## src/rtl/bsr_pkg.sv

```systemverilog
package bsr_pkg;
  typedef enum logic [2:0] {
    CK_IN,
    CK_OBS,
    CK_OUT2,
    CK_OUT3,
    CK_CTRL,
    CK_BIDIR
  } cell_kind_e;

  function automatic logic has_latch(cell_kind_e k);
    return k != CK_OBS;
  endfunction

  function automatic logic is_gated(cell_kind_e k);
    return (k == CK_OUT3) || (k == CK_BIDIR);
  endfunction

  function automatic logic is_driver(cell_kind_e k);
    return (k == CK_OUT2) || is_gated(k);
  endfunction
endpackage

```

## src/rtl/bsr_cell.sv

```systemverilog
module bsr_cell #(
  parameter bit HAS_UPD = 1'b1,
  parameter bit RST_VAL = 1'b0
) (
  input  logic tck_i,
  input  logic rst_ni,
  input  logic tlr_i,
  input  logic capture_i,
  input  logic shift_i,
  input  logic update_i,
  input  logic obs_i,
  input  logic ser_i,
  output logic cap_o,
  output logic upd_o
);
  always_ff @(posedge tck_i or negedge rst_ni) begin
    if (!rst_ni)        cap_o <= 1'b0;
    else if (capture_i) cap_o <= obs_i;
    else if (shift_i)   cap_o <= ser_i;
  end

  if (HAS_UPD) begin : g_upd
    always_ff @(negedge tck_i or negedge rst_ni) begin
      if (!rst_ni)       upd_o <= RST_VAL;
      else if (tlr_i)    upd_o <= RST_VAL;
      else if (update_i) upd_o <= cap_o;
    end
  end else begin : g_no_upd
    logic unused_upd;
    assign unused_upd = tlr_i ^ update_i;
    assign upd_o      = 1'b0;
  end
endmodule

```

## src/rtl/bsr_pin_drv.sv

```systemverilog
module bsr_pin_drv
  import bsr_pkg::*;
#(
  parameter cell_kind_e KIND = CK_IN
) (
  input  logic test_mode_i,
  input  logic upd_i,
  input  logic pin_in_i,
  input  logic sys_out_i,
  input  logic sys_en_i,
  input  logic tst_en_i,
  output logic obs_o,
  output logic pin_out_o,
  output logic pin_oe_o,
  output logic core_in_o
);
  logic drv_en, drv_dat, unused_in;

  assign drv_en    = test_mode_i ? tst_en_i : sys_en_i;
  assign drv_dat   = test_mode_i ? upd_i : sys_out_i;
  assign unused_in = test_mode_i ^ upd_i ^ pin_in_i ^ sys_out_i ^ sys_en_i ^ tst_en_i;

  always_comb begin
    obs_o     = 1'b0;
    pin_out_o = 1'b0;
    pin_oe_o  = 1'b0;
    core_in_o = 1'b0;
    case (KIND)
      CK_IN: begin
        obs_o     = pin_in_i;
        core_in_o = test_mode_i ? upd_i : pin_in_i;
      end
      CK_OBS: begin
        obs_o     = pin_in_i;
        core_in_o = pin_in_i;
      end
      CK_OUT2: begin
        obs_o     = sys_out_i;
        pin_out_o = drv_dat;
        pin_oe_o  = 1'b1;
      end
      CK_OUT3: begin
        obs_o     = sys_out_i;
        pin_out_o = drv_dat;
        pin_oe_o  = drv_en;
      end
      CK_CTRL: obs_o = sys_en_i;
      CK_BIDIR: begin
        // reversible: observe what the pin is doing in its current direction
        obs_o     = drv_en ? sys_out_i : pin_in_i;
        pin_out_o = drv_dat;
        pin_oe_o  = drv_en;
        core_in_o = pin_in_i;
      end
      default: obs_o = 1'b0;
    endcase
  end
endmodule

```

## src/rtl/bsr_chain.sv

```systemverilog
module bsr_chain
  import bsr_pkg::*;
#(
  parameter int unsigned N_CELLS = 8,
  parameter cell_kind_e  CELL_KIND [N_CELLS] = '{CK_IN, CK_OBS, CK_OUT2, CK_CTRL,
                                                 CK_OUT3, CK_OUT3, CK_CTRL, CK_BIDIR},
  parameter int unsigned CTRL_IDX  [N_CELLS] = '{0, 1, 2, 3, 3, 3, 6, 6},
  parameter logic [N_CELLS-1:0] RST_VAL = 8'b0101_0100,
  parameter logic [N_CELLS-1:0] CTRLR   = 8'b0000_1000
) (
  input  logic               tck_i,
  input  logic               rst_ni,
  input  logic               tlr_i,
  input  logic               capture_i,
  input  logic               shift_i,
  input  logic               update_i,
  input  logic               test_mode_i,
  input  logic               tdi_i,
  output logic               tdo_o,
  input  logic [N_CELLS-1:0] pin_in_i,
  input  logic [N_CELLS-1:0] sys_out_i,
  input  logic [N_CELLS-1:0] sys_oe_i,
  output logic [N_CELLS-1:0] pin_out_o,
  output logic [N_CELLS-1:0] pin_oe_o,
  output logic [N_CELLS-1:0] core_in_o
);
  logic [N_CELLS-1:0] cap_q, upd_q, obs, ser_in, tst_en;

  for (genvar i = 0; i < N_CELLS; i++) begin : g_cell
    localparam int unsigned SRC = is_gated(CELL_KIND[i]) ? CTRL_IDX[i] : i;

    if (i == N_CELLS - 1) begin : g_head
      assign ser_in[i] = tdi_i;
    end else begin : g_link
      assign ser_in[i] = cap_q[i+1];
    end

    // forced-off control cells disable their group during test-logic-reset
    assign tst_en[i] = (CTRLR[i] && tlr_i) ? 1'b0 : upd_q[i];

    bsr_cell #(
      .HAS_UPD (has_latch(CELL_KIND[i])),
      .RST_VAL (RST_VAL[i])
    ) i_cell (
      .tck_i     (tck_i),
      .rst_ni    (rst_ni),
      .tlr_i     (tlr_i),
      .capture_i (capture_i),
      .shift_i   (shift_i),
      .update_i  (update_i),
      .obs_i     (obs[i]),
      .ser_i     (ser_in[i]),
      .cap_o     (cap_q[i]),
      .upd_o     (upd_q[i])
    );

    bsr_pin_drv #(
      .KIND (CELL_KIND[i])
    ) i_drv (
      .test_mode_i (test_mode_i),
      .upd_i       (upd_q[i]),
      .pin_in_i    (pin_in_i[i]),
      .sys_out_i   (sys_out_i[i]),
      .sys_en_i    (sys_oe_i[SRC]),
      .tst_en_i    (tst_en[SRC]),
      .obs_o       (obs[i]),
      .pin_out_o   (pin_out_o[i]),
      .pin_oe_o    (pin_oe_o[i]),
      .core_in_o   (core_in_o[i])
    );
  end

  assign tdo_o = cap_q[0];
endmodule

```

## config.mk

```make
export PLATFORM = sky130hd
export DESIGN_NAME = bsr_chain
export DESIGN_NICKNAME = d
export VERILOG_FILES = /design/src/rtl/bsr_pkg.sv /design/src/rtl/bsr_cell.sv /design/src/rtl/bsr_pin_drv.sv /design/src/rtl/bsr_chain.sv
export SDC_FILE = /design/constraint.sdc
export NUM_CORES = 1
export LEC_CHECK = 0
export ABC_AREA = 1
export BUFFER_PORTS_ARGS = -buffer_cell sky130_fd_sc_hd__buf_2
export CAP_MARGIN = 10
export CORE_MARGIN = 4
export CORE_UTILIZATION = 39
export CTS_CLUSTER_DIAMETER = 40
export DETAILED_ROUTE_END_ITERATION = 10
export PLACE_DENSITY = 0.85
export SYNTH_ARGS = -nofsm -noshare
export SYNTH_HDL_FRONTEND = slang
export SYNTH_SLANG_ARGS = --single-unit
export TNS_END_PERCENT = 1
```

## constraint.sdc

```tcl
create_clock -name tck_i -period 0.9 [get_ports tck_i]
set_input_delay 0.09 -clock tck_i [delete_from_list [all_inputs] [get_ports tck_i]]
set_output_delay 0.09 -clock tck_i [all_outputs]
set_load 0.01 [all_outputs]
```

Word level (Yosys, flattened, before mapping)
Index checks and enable logic that the tools add are counted.
{ "classes": {"n_reduce_logical": 2, "n_mux": 39} }
{ "ops": {"columns": ["operator", "n"], "rows": [
  ["1-bit two-way mux", 39],
  ["2-bit nonzero test", 2]
]} }
{ "totals": {"out_inout_bits": 25, "input_bits": 32, "reg_bits": 15} }

Longest topological paths before layout
{ "depth": {"word_depth": 3, "ltp_mapped": 5} }

Modules after synthesis
A second synthesis with hierarchy kept.
{ "unflattened": {"cells_unflattened": 186, "area_unflattened_um2": 1166.1} }
{ "by_module_without_submodules": {"columns": ["module", "area_per_inst_um2", "n_inst", "cells_per_inst", "seq_area_each_um2"], "rows": [
  ["bsr_cell at g_cell[0].i_cell ...", 106.4, 4, 15, 50.0],
  ["bsr_cell at g_cell[2].i_cell ...", 103.8, 3, 15, 51.3],
  ["bsr_pin_drv at g_cell[1].i_drv ...", 33.8, 3, 5, 0.0],
  ["bsr_pin_drv at g_cell[4].i_drv ...", 45.0, 2, 10, 0.0],
  ["bsr_cell at g_cell[1].i_cell", 71.3, 1, 12, 25.0],
  ["bsr_pin_drv at g_cell[7].i_drv", 70.1, 1, 15, 0.0],
  ["bsr_pin_drv at g_cell[2].i_drv", 45.0, 1, 9, 0.0],
  ["bsr_pin_drv at g_cell[0].i_drv", 41.3, 1, 8, 0.0],
  ["bsr_chain", 10.0, 1, 2, 0.0]
]} }

==> results.json <==
{
  "grt.busiest_layer": "met2",
  "path_class": "register to output port",
  "end_kind": "output port",
  "startpoint_type": "register",
  "cts.sinks": 15,
  "synthTopCellsByArea": "dfrtp_1 (20%), buf_4 (18%), dfrtn_1 (10%)",
  "synth_cells": 125,
  "first_pass_iters": 4,
  "p_leak_uw": 0.000694,
  "critPathMaxFanout": 2,
  "yosys.area.top_type": "dfrtp_1",
  "final_cell_area_sq_um": 1250,
  "finalHoldViolations": 0,
  "row_count": 17,
  "synth.cell_area_sq_um": 986,
  "antenna_left": 0,
  "track_usage": 0.144,
  "hold_class": "input pin to register",
  "ys_types": 21,
  "num_vias": 892,
  "htreeDepth": 1,
  "yosys_warnings": 0,
  "ys_seq_area_frac": 0.385,
  "io_buffers": 27,
  "io_pins": 57,
  "drt_iter0_drc": 26,
  "place_ws_ps": -495,
  "wl_um": 2510,
  "grt_pass1_vias": 803,
  "cts.clk_slew.worst_paths_ps": 90,
  "cts_made_buffers": 3,
  "clock_latency_ps": 340,
  "die_w_um": 58.3,
  "die_h_um": 58.3,
  "setup_violations": 17,
  "tritoncts": "built",
  "cts_root_buf": "clkbuf_4",
  "violations": "setup timing",
  "synth_top_area_frac": 0.203,
  "clock_skew_ps": 61.3,
  "vias_per_cell": 4.60,
  "drv_cap": 0,
  "die_area_sq_um": 3400,
  "synth_area_per_cell_sq_um": 7.89,
  "grt_use_met2": 0.220,
  "gp_congestion": 0.865,
  "grt_pass1_wl_um": 3620,
  "slew_violations": 0,
  "antenna_cells": 0,
  "fillerInstances": 214,
  "worst_slack_ps": -758,
  "max-vdd-ir-drop_v": 0.000940,
  "drive_above_1_share": 0.446,
  "status": "finished with violations",
  "grt_max_degree": 15,
  "met1_usage": 0.177,
  "grt-ovfl-total": 0,
  "power_uw": 1760,
  "required_ps": 810,
  "rsz0062_at_grt": "yes",
  "initial_utilization": 0.425,
  "antenna_found_initial": 0,
  "powerDensity_nw_per_um2": 1410,
  "place_area_sq_um": 1160,
  "postLayoutCoreUtil": 0.539,
  "nets": 199,
  "wl_per_cell_um": 12.9,
  "setup-tns-final_ps": -7460,
  "worstPathArrival_ps": 1570,
  "cts_buffer_depth": 2,
  "synthToLayoutAreaGrowth_pct": 26.6,
  "dp_hpwl_um": 1870,
  "drc": 0,
  "ys_seq_elements": 15,
  "core_region_area_sq_um": 2320,
  "met3_usage": 0.0401
}
==> synthesized netlist by cell type <==
| cell | number |
|---|---|
| a21oi_1 | 9 |
| a22o_1 | 1 |
| buf_4 | 24 |
| dfrtp_1 | 8 |
| dfstp_2 | 3 |
| buf_6 | 2 |
| inv_1 | 21 |
| nand2_1 | 16 |
| buf_2 | 1 |
| o22ai_1 | 1 |
| dfrtn_1 | 4 |
| nor2_8 | 1 |
| a21oi_2 | 3 |
| nor2_1 | 4 |
| o21ai_1 | 10 |
| o31ai_1 | 1 |
| conb_1 | 2 |
| a22oi_1 | 1 |
| inv_4 | 1 |
| nand3_1 | 5 |
| o21ai_0 | 7 |
==> critical path, cell delays in order, from the launching register on <==
cell and delay [ps]:
dfstp_2 530, nand2_1 40, o21ai_1 60, buf_2 140
==> state kept, by name (all words and copies together) (netlist names) <==
signal,cells
g_cell.i_cell.cap_o,8
g_cell.i_cell.upd_o,7
==> cells in the final DEF (no fill, tap or decap) <==
| cell type | n |
|---|---|
| buf_2 | 26 |
| buf_4 | 21 |
| inv_1 | 17 |
| nand2_1 | 16 |
| conb_1 | 14 |
| o21ai_1 | 13 |
| dfrtp_1 | 8 |
| a21oi_2 | 7 |
| inv_2 | 6 |
| a21oi_1 | 5 |
| nand3_1 | 5 |
| clkbuf_4 | 4 |
| dfrtn_1 | 4 |
| nor2_1 | 3 |
| o21ai_0 | 3 |
| dfstp_2 | 3 |
| nor2_2 | 1 |
| a22oi_2 | 1 |
| o31ai_4 | 1 |
| nor2_8 | 1 |
| inv_4 | 1 |
| a22o_1 | 1 |
| o21ai_2 | 1 |
| o22ai_1 | 1 |
| clkbuf_1 | 1 |
| dlygate4sd3_1 | 1 |
| buf_6 | 1 |
==> through the flow <==
| step | hold slack [ps] | std cells |
|---|---|---|
| 5_1_grt | 57.5 | 194 |
| 3_5_place_dp | -49.5 | 186 |
| 2_1_floorplan | -206 | 137 |
| 3_3_place_gp | -51.5 | 186 |
| 6_report | 30.7 | 194 |
| 4_1_cts | 27.1 | 194 |
==> logic make-up (layout without fill, tap and decap cells) <==
| group | count (synthesis) | after routing | share of synthesized area |
|---|---|---|---|
| buf+inv | 49 | 78 | 0.297 |
| compound gates | 33 | 33 | 0.189 |
| simple gates | 26 | 26 | 0.122 |
| flops | 15 | 15 | 0.385 |
| other cells | 2 | 14 | 0.00762 |
==> layer usage <==
metal | wire length (um) | vias to the layer above
li1 | - | 436
met4 | 68 | 0
met2 | 1260 | 45
met3 | 200 | 8
met1 | 977 | 403
met5 | 0 | -
==> power by group <==
part	leakage [uW]	internal (uW)	switching (uW)
Sequential	0.000179	751	39.4
Clock	0.0000310	190	252
Combinational	0.000484	242	282
==> layout make-up <==
| class | count | area, sq um | area share |
|---|---|---|---|
| Multi-Input combinational cell | 73 | 399 | 0.320 |
| Sequential cell | 15 | 379 | 0.304 |
| Timing Repair Buffer | 50 | 317 | 0.254 |
| Inverter | 21 | 81.3 | 0.0651 |
| Tap cell | 28 | 35.0 | 0.0281 |
| Clock buffer | 4 | 26.3 | 0.0210 |
| Clock inverter | 3 | 11.3 | 0.00902 |
==> timing repair <==
item	CTS	global route
setup endpoints to repair	17	20
setup buffers	1	0
endpoints found under the hold margin	10	0
hold buffers	1	0
gates resized for setup	12	8
pin swaps	4	1
==> worst paths after layout <==
| kind | to | slack [ps] | depth (start not counted) | start |
|---|---|---|---|---|
| min in group asynchronous | g_cell[4].i_cell.cap_o | 180 | 2 | rst_ni |
| worst min register to register | g_cell[0].i_cell.upd_o | 440 | 2 | g_cell[0].i_cell.upd_o |
| worst max register to register | g_cell[7].i_cell.cap_o | -560 | 4 | g_cell[6].i_cell.upd_o |
| max in group asynchronous | g_cell[3].i_cell.upd_o | 80 | 3 | rst_ni |
| worst max-delay path | pin_out_o[2] | -760 | 3 | g_cell[2].i_cell.upd_o |
| worst min-delay path | g_cell[1].i_cell.cap_o | 30 | 3 | pin_in_i[1] |
No activity file was read; power rests on OpenSTA's default activity.
